### config.mk
export PLATFORM = sky130hd
export DESIGN_NAME = irq_cond_unit
export DESIGN_NICKNAME = d
export VERILOG_FILES = /design/src/rtl/irqc_pkg.sv /design/src/rtl/irqc_mask.sv /design/src/rtl/irqc_cond.sv /design/src/rtl/irqc_port.sv /design/src/rtl/irq_cond_unit.sv
export SDC_FILE = /design/constraint.sdc
export NUM_CORES = 1
export LEC_CHECK = 0
export ABC_AREA = 1
export BUFFER_PORTS_ARGS = -buffer_cell sky130_fd_sc_hd__buf_2
export CORE_UTILIZATION = 50
export DETAILED_ROUTE_END_ITERATION = 6
export PLACE_DENSITY = 0.78
export SYNTH_ARGS = -nofsm -noshare
export SYNTH_HDL_FRONTEND = slang
export SYNTH_HIERARCHICAL = 1
export SYNTH_SLANG_ARGS = --single-unit
export TNS_END_PERCENT = 30
### constraint.sdc
create_clock -name clk -period 3.6 [get_ports clk]
set_clock_uncertainty 0.15 [all_clocks]
set_input_delay 0.18 -clock clk [delete_from_list [all_inputs] [get_ports clk]]
set_output_delay 0.18 -clock clk [all_outputs]
set_load 0.05 [all_outputs]
### src/rtl/irqc_pkg.sv
package irqc_pkg;

  parameter int OFF_W = 4;

  // Register word offsets; the direction of the access selects the meaning.
  localparam logic [OFF_W-1:0] OFF_MASK   = 4'h8;  // read mask  / write mask
  localparam logic [OFF_W-1:0] OFF_RAW    = 4'h9;  // read raw   / write OR
  localparam logic [OFF_W-1:0] OFF_MASKED = 4'hA;  // read masked/ write AND

  // Named condition bits (position after the shift).
  localparam int COND_BAD_CMD  = 47;
  localparam int COND_NO_ACK   = 42;
  localparam int COND_DATA_REQ = 41;
  localparam int COND_DONE     = 40;

  typedef enum logic [1:0] {
    MOP_LOAD = 2'd0,
    MOP_OR   = 2'd1,
    MOP_AND  = 2'd2
  } mask_op_e;

endpackage

### src/rtl/irqc_mask.sv
module irqc_mask
  import irqc_pkg::*;
#(
  parameter int MW = 16
) (
  input  logic          clk,
  input  logic          rst_n,
  input  logic          eng_clr,
  input  logic          wr_en,
  input  mask_op_e      wr_op,
  input  logic [MW-1:0] wr_val,
  output logic [MW-1:0] mask_q
);

  logic [MW-1:0] mask_d;

  // One update cell per mask bit; the operation picks the bit's next value.
  for (genvar b = 0; b < MW; b++) begin : g_bit
    always_comb begin
      mask_d[b] = mask_q[b];
      if (eng_clr) begin
        mask_d[b] = 1'b0;
      end else if (wr_en) begin
        unique case (wr_op)
          MOP_LOAD: mask_d[b] = wr_val[b];
          MOP_OR:   mask_d[b] = mask_q[b] | wr_val[b];
          MOP_AND:  mask_d[b] = mask_q[b] & wr_val[b];
          default:  mask_d[b] = mask_q[b];
        endcase
      end
    end

    always_ff @(posedge clk or negedge rst_n) begin
      if (!rst_n) mask_q[b] <= 1'b0;
      else        mask_q[b] <= mask_d[b];
    end
  end

  AST_CLR_WINS: assert property (@(posedge clk) disable iff (!rst_n)
    eng_clr |=> (mask_q == '0));

  AST_OR_SETS: assert property (@(posedge clk) disable iff (!rst_n)
    (wr_en && wr_op == MOP_OR && !eng_clr) |=>
      ((mask_q & $past(wr_val)) == $past(wr_val)));

  AST_AND_CLEARS: assert property (@(posedge clk) disable iff (!rst_n)
    (wr_en && wr_op == MOP_AND && !eng_clr) |=>
      ((mask_q & ~$past(wr_val)) == '0));

  AST_IDLE_HOLDS: assert property (@(posedge clk) disable iff (!rst_n)
    (!wr_en && !eng_clr) |=> $stable(mask_q));

endmodule

### src/rtl/irqc_cond.sv
module irqc_cond #(
  parameter int SW    = 64,
  parameter int SHIFT = 16,
  parameter int MW    = 16,
  parameter int MLSB  = 32,
  localparam int RW   = SW - SHIFT
) (
  input  logic          clk,
  input  logic          rst_n,
  input  logic          eng_clr,
  input  logic [SW-1:0] status,
  input  logic [MW-1:0] mask_q,
  output logic [RW-1:0] raw_q,
  output logic [MW-1:0] masked,
  output logic          irq
);

  logic unused_low_status;
  assign unused_low_status = ^status[SHIFT-1:0];

  always_ff @(posedge clk or negedge rst_n) begin
    if (!rst_n)       raw_q <= '0;
    else if (eng_clr) raw_q <= '0;
    else              raw_q <= status[SW-1:SHIFT];
  end

  assign masked = raw_q[MLSB +: MW] & mask_q;
  assign irq    = |masked;

  AST_RAW_CLEARED: assert property (@(posedge clk) disable iff (!rst_n)
    eng_clr |=> (raw_q == '0));

  AST_RAW_FOLLOWS: assert property (@(posedge clk) disable iff (!rst_n)
    !eng_clr |=> (raw_q == $past(status[SW-1:SHIFT])));

endmodule

### src/rtl/irqc_port.sv
module irqc_port
  import irqc_pkg::*;
#(
  parameter int DW   = 64,
  parameter int RW   = 48,
  parameter int MW   = 16,
  parameter int MLSB = 32
) (
  input  logic             clk,
  input  logic             rst_n,
  input  logic             req_valid,
  output logic             req_ready,
  input  logic             req_write,
  input  logic [OFF_W-1:0] req_off,
  input  logic [DW-1:0]    req_wdata,
  output logic             rsp_valid,
  input  logic             rsp_ready,
  output logic [DW-1:0]    rsp_rdata,
  input  logic [RW-1:0]    raw_q,
  input  logic [MW-1:0]    masked,
  input  logic [MW-1:0]    mask_q,
  output logic             wr_en,
  output mask_op_e         wr_op,
  output logic [MW-1:0]    wr_val
);

  logic          accept;
  logic [DW-1:0] rd_word;
  logic          unused_wbits;

  assign req_ready = !rsp_valid || rsp_ready;
  assign accept    = req_valid && req_ready;

  assign wr_val       = req_wdata[MLSB +: MW];
  assign unused_wbits = ^{req_wdata[DW-1:MLSB+MW], req_wdata[MLSB-1:0]};

  always_comb begin
    wr_en = 1'b0;
    wr_op = MOP_LOAD;
    if (accept && req_write) begin
      unique case (req_off)
        OFF_MASK:   begin wr_en = 1'b1; wr_op = MOP_LOAD; end
        OFF_RAW:    begin wr_en = 1'b1; wr_op = MOP_OR;   end
        OFF_MASKED: begin wr_en = 1'b1; wr_op = MOP_AND;  end
        default:    wr_en = 1'b0;
      endcase
    end
  end

  always_comb begin
    rd_word = '0;
    unique case (req_off)
      OFF_MASK:   rd_word[MLSB +: MW] = mask_q;
      OFF_RAW:    rd_word[RW-1:0]     = raw_q;
      OFF_MASKED: rd_word[MLSB +: MW] = masked;
      default:    rd_word = '0;
    endcase
  end

  always_ff @(posedge clk or negedge rst_n) begin
    if (!rst_n) begin
      rsp_valid <= 1'b0;
      rsp_rdata <= '0;
    end else begin
      if (accept && !req_write) begin
        rsp_valid <= 1'b1;
        rsp_rdata <= rd_word;
      end else if (rsp_ready) begin
        rsp_valid <= 1'b0;
      end
    end
  end

  AST_RSP_HELD: assert property (@(posedge clk) disable iff (!rst_n)
    (rsp_valid && !rsp_ready) |=> (rsp_valid && $stable(rsp_rdata)));

  AST_READ_ANSWERED: assert property (@(posedge clk) disable iff (!rst_n)
    (req_valid && req_ready && !req_write) |=> rsp_valid);

endmodule

### src/rtl/irq_cond_unit.sv
module irq_cond_unit
  import irqc_pkg::*;
#(
  parameter int SW    = 64,
  parameter int SHIFT = 16,
  parameter int MW    = 16,
  parameter int MLSB  = 32,
  localparam int RW   = SW - SHIFT
) (
  input  logic             clk,
  input  logic             rst_n,
  input  logic             eng_reset_i,
  input  logic [SW-1:0]    status_i,
  input  logic             req_valid_i,
  output logic             req_ready_o,
  input  logic             req_write_i,
  input  logic [OFF_W-1:0] req_off_i,
  input  logic [SW-1:0]    req_wdata_i,
  output logic             rsp_valid_o,
  input  logic             rsp_ready_i,
  output logic [SW-1:0]    rsp_rdata_o,
  output logic             irq_o
);

  logic [MW-1:0] mask_q;
  logic [RW-1:0] raw_q;
  logic [MW-1:0] masked;
  logic          wr_en;
  mask_op_e      wr_op;
  logic [MW-1:0] wr_val;

  irqc_mask #(.MW(MW)) u_mask (
    .clk     (clk),
    .rst_n   (rst_n),
    .eng_clr (eng_reset_i),
    .wr_en   (wr_en),
    .wr_op   (wr_op),
    .wr_val  (wr_val),
    .mask_q  (mask_q)
  );

  irqc_cond #(.SW(SW), .SHIFT(SHIFT), .MW(MW), .MLSB(MLSB)) u_cond (
    .clk     (clk),
    .rst_n   (rst_n),
    .eng_clr (eng_reset_i),
    .status  (status_i),
    .mask_q  (mask_q),
    .raw_q   (raw_q),
    .masked  (masked),
    .irq     (irq_o)
  );

  irqc_port #(.DW(SW), .RW(RW), .MW(MW), .MLSB(MLSB)) u_port (
    .clk       (clk),
    .rst_n     (rst_n),
    .req_valid (req_valid_i),
    .req_ready (req_ready_o),
    .req_write (req_write_i),
    .req_off   (req_off_i),
    .req_wdata (req_wdata_i),
    .rsp_valid (rsp_valid_o),
    .rsp_ready (rsp_ready_i),
    .rsp_rdata (rsp_rdata_o),
    .raw_q     (raw_q),
    .masked    (masked),
    .mask_q    (mask_q),
    .wr_en     (wr_en),
    .wr_op     (wr_op),
    .wr_val    (wr_val)
  );

  AST_IRQ_NEEDS_MASK: assert property (@(posedge clk) disable iff (!rst_n)
    irq_o |-> (mask_q != '0));

  AST_IRQ_NEEDS_RAW: assert property (@(posedge clk) disable iff (!rst_n)
    irq_o |-> (raw_q[MLSB +: MW] != '0));

  AST_QUIET_AFTER_ENG: assert property (@(posedge clk) disable iff (!rst_n)
    eng_reset_i |=> !irq_o);

  AST_DONE_MAPPED: assert property (@(posedge clk) disable iff (!rst_n)
    (!eng_reset_i && status_i[COND_DONE + SHIFT]) |=> raw_q[COND_DONE]);

endmodule

# Yosys cells after proc, flatten, opt, wreduce, memory -nomap -nowiden
# Index checks and enable logic that the tools add are counted.
# Widths: inputs -> output; s select.
# totals
register_bits	113
out_inout_bits	67
inputBits	138
wordCells	127
# op_classes
n_eq_ne	5
n_reduce_logical	13
muxes	57
n_bitwise	33
# ops
cell	n
$mux 48	1
$pmux 1 s3	16
$pmux 16 s3	1
$mux 1	36
$mux 32	1
$and 1x1->1	16
$and 16x16->16	1
$or 1x1->1	16
$reduce_or 16->1	1
$eq 4x4->1 const B	3
$pmux 2 s2	1
$reduce_bool 2->1	2
$reduce_bool 4->1	1
$logic_and 1x1->1	3
$reduce_or 3->1	1
$eq 2x1->1 const B	1
$eq 2x2->1 const B	1
$logic_not 1->1	2
$logic_not 2->1	1
$mux 2	1
$reduce_and 2->1	1
$logic_or 1x1->1	1

# Depth between registers and ports, before layout
# Gate-level depths: netlist of the first run.
# logic_depth
depth_word	9
ltp_mapped	14
ltp_nobuf	11

# By module
# Netlist of the first run, hierarchy kept.
# modules_own_cells
mod	n_inst	area_each_um2	cells_each	seq_area_each_um2
irqc_port	1	2605.0	332	1226.2
irqc_cond	1	1799.2	200	1201.2
irqc_mask	1	1172.4	169	400.4

# Least setup slack after synthesis of the first run
# No wires, ideal clock.
# synth_timing
kind	reg2reg
startpoint	register u_port.rsp_valid
endpoint	register u_mask.mask_q[15]
required_time_ns	3.332
setup_time_ns	0.118
slack_ns	1.204
path_buffers	2
stages_incl_launch_ff	13
arrival_ns	2.129
synth_period_minus_slack_ns	2.396
path_cell_list	dfrtp_1 -> inv_1 -> or2_2 -> nand3_1 -> nor2_1 -> inv_1 -> ha_1 -> buf_6 -> nor2_1 -> nand2_2 -> nand3_4 -> buf_6 -> o21ai_2
# synth_between
elab_chain_len	9
word_cells_on_any_way	15
classes_between	eq/ne (2); mux (5); reduce/logical (8)
# synth_lines
item	line_no	text
start, declared	irqc_port.sv:16	output logic rsp_valid,
start signal, assigned	irqc_port.sv:62	rsp_valid <= 1'b0;
start signal, assigned	irqc_port.sv:66	rsp_valid <= 1'b1;
start signal, assigned	irqc_port.sv:69	rsp_valid <= 1'b0;
$logic_not 1->1 (*)	irqc_port.sv:31	assign req_ready = !rsp_valid || rsp_ready;
$logic_or 1x1->1 (*)	irqc_port.sv:31	
net req_ready_o	irq_cond_unit.sv:15	output logic req_ready_o,
$logic_and 1x1->1 (*)	irqc_port.sv:32	assign accept = req_valid && req_ready;
$logic_and 1x1->1 (*)	irqc_port.sv:40	if (accept && req_write) begin
$mux 2 (*)	irqc_port.sv:40	
net wr_op[0]	irq_cond_unit.sv:29	mask_op_e wr_op;
$eq 2x2->1 (tied with other cells)	irqc_mask.sv:24	unique case (wr_op)
$pmux 1 s3	irqc_mask.sv:24	
$mux 1	irqc_mask.sv:23	end else if (wr_en) begin
$mux 1	irqc_mask.sv:21	if (eng_clr) begin
end signal, assigned by index	irqc_mask.sv:35	else mask_q[b] <= mask_d[b];
end, declared	irqc_mask.sv:12	output logic [MW-1:0] mask_q
# Mark *: on every way through the listed nets, which the timed path passes. The rest lies on a longest branch. The select of a mux whose other input is x is not followed.
# A chain may end at the register's enable or synchronous reset.

# Worst setup path after layout of the first run
# layout_timing
startpoint	register u_port.rsp_valid
endpoint	register u_mask.mask_q[5]
# layout_between
elab_chain_len	9
word_cells_on_any_way	15
classes_between	eq/ne (2); mux (5); reduce/logical (8)
# layout_lines
item	line_no
$logic_not 1->1 (*)	irqc_port.sv:31
$logic_or 1x1->1 (*)	irqc_port.sv:31
$logic_and 1x1->1 (*)	irqc_port.sv:32
$logic_and 1x1->1 (*)	irqc_port.sv:40
$mux 2 (*)	irqc_port.sv:40
net wr_op[0]	irq_cond_unit.sv:29
$eq 2x2->1 (tied with other cells)	irqc_mask.sv:24
$pmux 1 s3	irqc_mask.sv:24
$mux 1	irqc_mask.sv:23
$mux 1	irqc_mask.sv:21
# Marked as above.

==> results.py, run 1 <==
metrics = {
    "cts": {
        "tritoncts_num_sinks": 113,
        "tritoncts": "yes",
        "cts.clk_slew.worst_paths_ps": 60,
        "cts-buffers-inserted": 17,
        "clkLatencyLatePin_ps": 500,
        "ctsHtreeMaxLevel": 4,
        "root_buffer": "sky130_fd_sc_hd__clkbuf_8",
        "cts_buffer_depth": 2,
        "ctsResizeCount": 0,
    },
    "sta": {
        "grt_setup_unrepaired": "no",
        "hold_viol": 0,
        "max_clock_freq_mhz": 378,
        "worst_slew_pin_slew_ps": 841,
        "finalSetupViolations": 0,
        "fin_tns_setup_ps": 0,
        "timing_max_transition_violations_final": 0,
        "setup_slack_ps": 952,
        "slew_headroom_pct": 43.8,
        "timing.final.crit_period_ps": 2650,
        "period_share_pct": 73.6,
    },
    "finish": {
        "share_of_layout_cells_above_drive_strength_1_pct": 20.9,
        "area_growth_syn_to_layout_pct": 33.0,
        "final_net_count": 1024,
        "diodes": 0,
        "fin_cells": 1035,
    },
    "drt": {
        "dr.max_layer_used": "met4",
        "postRouteWirelength_um": 13800,
        "drc": 0,
        "initialDrtViolationCount": 357,
        "met3_wirelength_um": 612,
        "routedWlPerCell_um": 13.4,
        "dr.pass1.iters": 6,
        "vias_per_cell": 4.82,
        "met2_wirelength_from_detailed_routing_um": 6990,
        "met1_routed_wirelength_after_detailed_routing_um": 5700,
        "drtAntennaViolNets": 0,
        "dr_total_vias": 4985,
    },
    "worst_setup_path": {
        "worst_r2r_path_depth": 10,
        "crit_arrival_ps": 2910,
        "critPathLaunchType": "flop",
        "rr_startpoint": "u_port/rsp_valid",
        "reg2reg_slack_ps": 950,
        "endpoint_kind": "flop",
        "critical_path.max_fanout": 18,
        "worstSetupPathType": "flop to flop",
        "r2r_end": "u_mask/mask_q[5]",
        "critical_path_required_ps": 3870,
    },
    "worst_hold_path": {
        "worstHoldPathCells": 6,
        "min_path_type": "input pin to flop",
        "hold_path_startpoint": "req_off_i[1]",
        "whs_endpoint": "u_port/rsp_rdata[43]",
    },
    "flow_run": {
        "cap_violations": 0,
    },
    "status": {
        "status": "completed",
    },
    "pwr": {
        "power.share.sequential_pct": 40.4,
        "sw_frac_of_total_pct": 26.3,
        "p_leak_nw": 4.32,
        "share_comb_of_total_power_pct": 11.2,
        "power.density_cell_area_nw_per_um2": 445,
        "worst_ir_drop_vdd_v": 0.000303,
        "switching_power_w": 0.000870,
        "clockPowerShare_pct": 48.4,
        "p_int_w": 0.00243,
    },
    "floorplan": {
        "rows": 38,
        "die_x_um": 108,
        "floorplan.die.height_um": 108,
        "top_level_ports": 205,
        "fp.dieArea_um2": 11600,
        "floorplan.initialDensity_pct": 51.4,
        "core_box_area_um2": 10800,
    },
    "synth": {
        "synth_unique_cells": 26,
        "ys_seq_elements": 113,
        "synthesis.yosys.warnings": 6,
        "synth-seq-area-share_pct": 50.7,
        "syn-cell-area_um2": 5580,
        "synth_cells": 701,
        "synth_area_per_cell_um2": 7.96,
    },
    "grt": {
        "grt_antenna_before_repair": 0,
        "global_route.overflow_total": 0,
        "globalRouteTotalUtil_pct": 25.4,
        "grt_start_max_net_pins": 64,
        "grt_pass1_vias": 4851,
        "grt_first_pass_wirelength_um": 22500,
    },
    "place": {
        "io_buffer_count": 124,
        "detailedPlacementHpwl_um": 8160,
        "gp_routability_congestion": 0.787,
        "place_worst_setup_slack_ps": 1040,
        "placed_cells_incl_taps": 920,
    },
}
-- final cells by class --
type                            instances  area (um^2)
Clock inverter                         14          156
Multi-Input combinational cell        439         1960
Inverter                               96          364
Fill cell                             861         3420
Tap cell                              140          175
Timing Repair Buffer                  216         1520
Sequential cell                       113         2830
Clock buffer                           17          414
-- Yosys cell counts, drive strengths merged --
master / number / share of area, %
or2: 2 / 0.22
clkbuf: 4 / 0.27
nand4: 1 / 0.11
inv: 95 / 6.4
conb: 1 / 0.067
nand3: 130 / 12
dfrtp: 113 / 51
nand2: 208 / 14
ha: 3 / 0.67
o21ai: 18 / 2.3
nor2: 61 / 4.5
buf: 64 / 8.5
clkinv: 1 / 0.090
-- registers in the layout, summed over array words and instances, names as in the netlist --
register          flops
u_cond/raw_q         48
u_port/rsp_valid      1
u_port/rsp_rdata     48
u_mask/mask_q        16
-- cells by family (layout without fill, tap and decap cells) --
kind of cell / after synthesis / after routing / synth area share [%]
flops: 113 / 113 / 50.7
compound gates: 18 / 18 / 2.29
simple gates: 402 / 402 / 31.0
other cells: 1 / 16 / 0.0672
buf+inv: 164 / 343 / 15.3
fa+ha+maj: 3 / 3 / 0.673
-- per-stage QoR --
stage                     utilization (%)  area [um^2]  total power (W)  hold slack (ps)
after floorplan                         -         5630          0.00157             -266
after global placement               55.4         6010          0.00164              152
after detailed placement             55.4         6010          0.00165              162
after CTS                            68.4         7420          0.00332             41.8
after global routing                 68.4         7420          0.00343             89.9
final                                68.4         7420          0.00330             59.4
-- worst max-delay path, cell delays in order (launching register included) --
cell	delay (ps)
sky130_fd_sc_hd__dfrtp_1	350
sky130_fd_sc_hd__inv_1	60
sky130_fd_sc_hd__or2_2	300
sky130_fd_sc_hd__nand3_1	190
sky130_fd_sc_hd__nor2_1	90
sky130_fd_sc_hd__inv_1	90
sky130_fd_sc_hd__ha_1	590
sky130_fd_sc_hd__nor2_1	130
sky130_fd_sc_hd__nand2_2	110
sky130_fd_sc_hd__nand3_4	240
sky130_fd_sc_hd__o21ai_0	240
-- power groups by stage --
stage	Clock, W	Sequential, W	Combinational (W)
finish	0.00160	0.00133	0.000371
global route	0.00169	0.00134	0.000406
CTS	0.00162	0.00133	0.000367
detailed placement	0	0.00135	0.000296
global placement	0	0.00135	0.000291
floorplan	0	0.00139	0.000184
-- worst max path at each step --
stage | startpoint | endpoint
floorplan | u_port/rsp_valid | u_mask/mask_q[15]
global placement | u_port/rsp_valid | u_mask/mask_q[5]
global route | u_port/rsp_valid | u_mask/mask_q[5]
detailed placement | u_port/rsp_valid | u_mask/mask_q[5]
finish | u_port/rsp_valid | u_mask/mask_q[5]
CTS | u_port/rsp_valid | u_mask/mask_q[5]
-- repair_timing --
action,4_1_cts,5_1_grt
endpoints found under the setup margin,0,0
hold endpoints to repair,126,0
hold buffers,84,0
buffers inserted,0,0
-- routing by layer --
layer | vias up | GRT usage (%)
met5 | - | 0
met4 | 0 | 14.9
met3 | 43 | 3.63
met2 | 180 | 42.4
met1 | 2300 | 31.4
li1 | 2462 | -
-- cell usage in the layout, fill, tap and decap left out, types with 3 or more instances in the layout --
cell type	instances
sky130_fd_sc_hd__buf_2	123
sky130_fd_sc_hd__buf_4	9
sky130_fd_sc_hd__clkbuf_16	16
sky130_fd_sc_hd__clkinvlp_4	4
sky130_fd_sc_hd__conb_1	16
sky130_fd_sc_hd__dfrtp_1	113
sky130_fd_sc_hd__dlygate4sd3_1	84
sky130_fd_sc_hd__ha_1	3
sky130_fd_sc_hd__inv_1	92
sky130_fd_sc_hd__inv_6	5
sky130_fd_sc_hd__nand2_1	205
sky130_fd_sc_hd__nand3_1	129
sky130_fd_sc_hd__nor2_1	56
sky130_fd_sc_hd__nor2_4	3
sky130_fd_sc_hd__o21ai_1	6
sky130_fd_sc_hd__o21ai_2	10
Note: power is estimated with default switching activity, not from simulation.
==> run 2, diff against run 1 <==
--- a/config.mk
+++ b/config.mk
@@ -7,9 +7,9 @@
 export LEC_CHECK = 0
 export ABC_AREA = 1
 export BUFFER_PORTS_ARGS = -buffer_cell sky130_fd_sc_hd__buf_2
-export CORE_UTILIZATION = 50
+export CORE_UTILIZATION = 45
 export DETAILED_ROUTE_END_ITERATION = 6
-export PLACE_DENSITY = 0.78
+export PLACE_DENSITY = 0.74
 export SYNTH_ARGS = -nofsm -noshare
 export SYNTH_HDL_FRONTEND = slang
 export SYNTH_HIERARCHICAL = 1
==> constraint.sdc (replaced) <==
create_clock -name clk -period 2.4 [get_ports clk]
set_clock_uncertainty 0.15 [all_clocks]
set_input_delay 0.12 -clock clk [delete_from_list [all_inputs] [get_ports clk]]
set_output_delay 0.12 -clock clk [all_outputs]
set_load 0.05 [all_outputs]
==> results.py, run 2 (synthesis results as in run 1) <==
metrics = {
    "cts": {
        "ctsHtreeMaxLevel": 4,
        "cts-buffers-inserted": 17,
        "clkLatencyLatePin_ps": 400,
        "post-cts-setup-buffers": 0,
        "cts.clk_slew.worst_paths_ps": 50,
        "tritoncts_num_sinks": 113,
        "root_buffer": "sky130_fd_sc_hd__clkbuf_16",
        "cts_buffer_depth": 2,
        "tritoncts": "yes",
    },
    "sta": {
        "grt_setup_unrepaired": "no",
        "max_clock_freq_mhz": 445,
        "timing.final.crit_period_ps": 2250,
        "slew_headroom_pct": 54.3,
        "timing_max_transition_violations_final": 0,
        "hold_viol": 0,
        "period_share_pct": 93.7,
        "finalSetupViolations": 0,
        "worst_slew_pin_slew_ps": 685,
        "fin_tns_setup_ps": 0,
    },
    "drt": {
        "drc": 0,
        "dr_total_vias": 4980,
        "postRouteWirelength_um": 13700,
        "dr.pass1.iters": 4,
        "drtAntennaViolNets": 0,
        "vias_per_cell": 4.72,
        "routedWlPerCell_um": 13.0,
        "initialDrtViolationCount": 311,
    },
    "grt": {
        "grt_antenna_before_repair": 0,
        "globalRouteTotalUtil_pct": 22.7,
        "grt_first_pass_wirelength_um": 22600,
        "grt_start_max_net_pins": 49,
        "global_route.overflow_total": 0,
        "grt_pass1_vias": 4926,
    },
    "finish": {
        "area_of_the_multi_input_gates_um2": 1960,
        "final_net_count": 1016,
        "layout.area.seq_um2": 2830,
        "area_growth_syn_to_layout_pct": 33.3,
        "reg_top3": "u_cond/raw_q (48), u_port/rsp_rdata (48), u_mask/mask_q (16)",
        "fillers": 1034,
        "share_of_layout_cells_above_drive_strength_1_pct": 21.5,
        "final_common_cell": "sky130_fd_sc_hd__nand2_1",
        "diodes": 0,
        "layout_common_cells": "205 x sky130_fd_sc_hd__nand2_1, 129 x sky130_fd_sc_hd__nand3_1, 123 x sky130_fd_sc_hd__buf_2",
    },
    "place": {
        "io_buffer_count": 124,
        "detailedPlacementHpwl_um": 8330,
        "gp_routability_congestion": 0.859,
    },
    "floorplan": {
        "core_box_area_um2": 12100,
        "rows": 40,
        "die_x_um": 113,
        "floorplan.initialDensity_pct": 46.2,
        "fp.dieArea_um2": 12800,
        "floorplan.die.height_um": 113,
        "top_level_ports": 205,
    },
    "worst_setup_path": {
        "endpoint_kind": "flop",
        "critPathLaunchType": "input pin",
        "worstSetupPathType": "input pin to flop",
        "crit_arrival_ps": 2410,
        "rr_startpoint": "u_port/rsp_valid",
        "critical_path_required_ps": 2560,
        "critical_path.max_fanout": 16,
        "crit_start": "rsp_ready_i",
    },
    "pwr": {
        "total_power_w": 0.00510,
        "p_leak_nw": 4.30,
        "power.density_cell_area_nw_per_um2": 686,
        "worst_ir_drop_vdd_v": 0.000326,
    },
    "worst_hold_path": {
        "min_path_type": "input pin to asynchronous set/reset pin",
    },
    "flow_run": {
        "cap_violations": 0,
    },
    "status": {
        "status": "completed",
    },
}
run 2: critical path, stage by stage:
cell	delay (ps)
sky130_fd_sc_hd__dlygate4sd3_1	550
sky130_fd_sc_hd__buf_2	130
sky130_fd_sc_hd__or2_2	320
sky130_fd_sc_hd__nand3_1	150
sky130_fd_sc_hd__nor2_1	90
sky130_fd_sc_hd__inv_1	80
sky130_fd_sc_hd__ha_2	280
sky130_fd_sc_hd__inv_4	90
sky130_fd_sc_hd__nand2_2	90
sky130_fd_sc_hd__nand3_4	240
sky130_fd_sc_hd__o21ai_0	260
run 2: area by class of cell:
| class | count | share of cell area (%) |
|---|---|---|
| Clock buffer | 22 | 6.38 |
| Multi-Input combinational cell | 439 | 26.4 |
| Timing Repair Buffer | 208 | 19.8 |
| Clock inverter | 9 | 1.77 |
| Inverter | 96 | 4.90 |
| Sequential cell | 113 | 38.0 |
| Tap cell | 168 | 2.83 |
run 2: metal layers:
metal  vias to the layer above  track usage (%)  wire length [um]
met5                         -                0                 0
met1                      2284             26.5              5670
li1                       2457                -                 -
met4                         0             14.7               669
met2                       183             37.8              6690
met3                        56             4.93               634
run 2: path summary, 6_finish.rpt:
| kind | endpoint | slack [ps] | depth (start not counted) |
|---|---|---|---|
| min | u_mask/mask_q[6] | 100 | 2 |
| min reg2reg | u_port/rsp_rdata[24] | 320 | 2 |
| min in group clk | u_port/rsp_rdata[11] | 180 | 5 |
| max | u_mask/mask_q[5] | 150 | 11 |
| max in group asynchronous | u_cond/raw_q[20] | 1230 | 3 |
| max reg2reg | u_mask/mask_q[5] | 190 | 10 |
run 2: what timing repair did:
action                     CTS  global route
hold endpoints to repair   107             0
resized for setup            0             1
setup endpoints to repair    0             8
hold buffers                71             0
run 2: through the flow:
step | worst slack [ps] | std cells | hold WS, ps | utilization [%] | cell area, um^2
floorplan | 3.57 | 716 | -326 | - | 5630
global placement | 200 | 953 | 0.647 | 50.7 | 6120
detailed placement | 138 | 953 | 11.0 | 50.7 | 6120
CTS | 69.6 | 1055 | 126 | 61.6 | 7430
global route | 30.2 | 1055 | 168 | 61.6 | 7440
finish | 151 | 1055 | 100 | 61.6 | 7440
run 2: power breakdown:
part           internal, W  total (W)  switching [W]
clock network      0.00171    0.00255       0.000847
logic             0.000194   0.000549       0.000355
registers          0.00197    0.00200      0.0000309
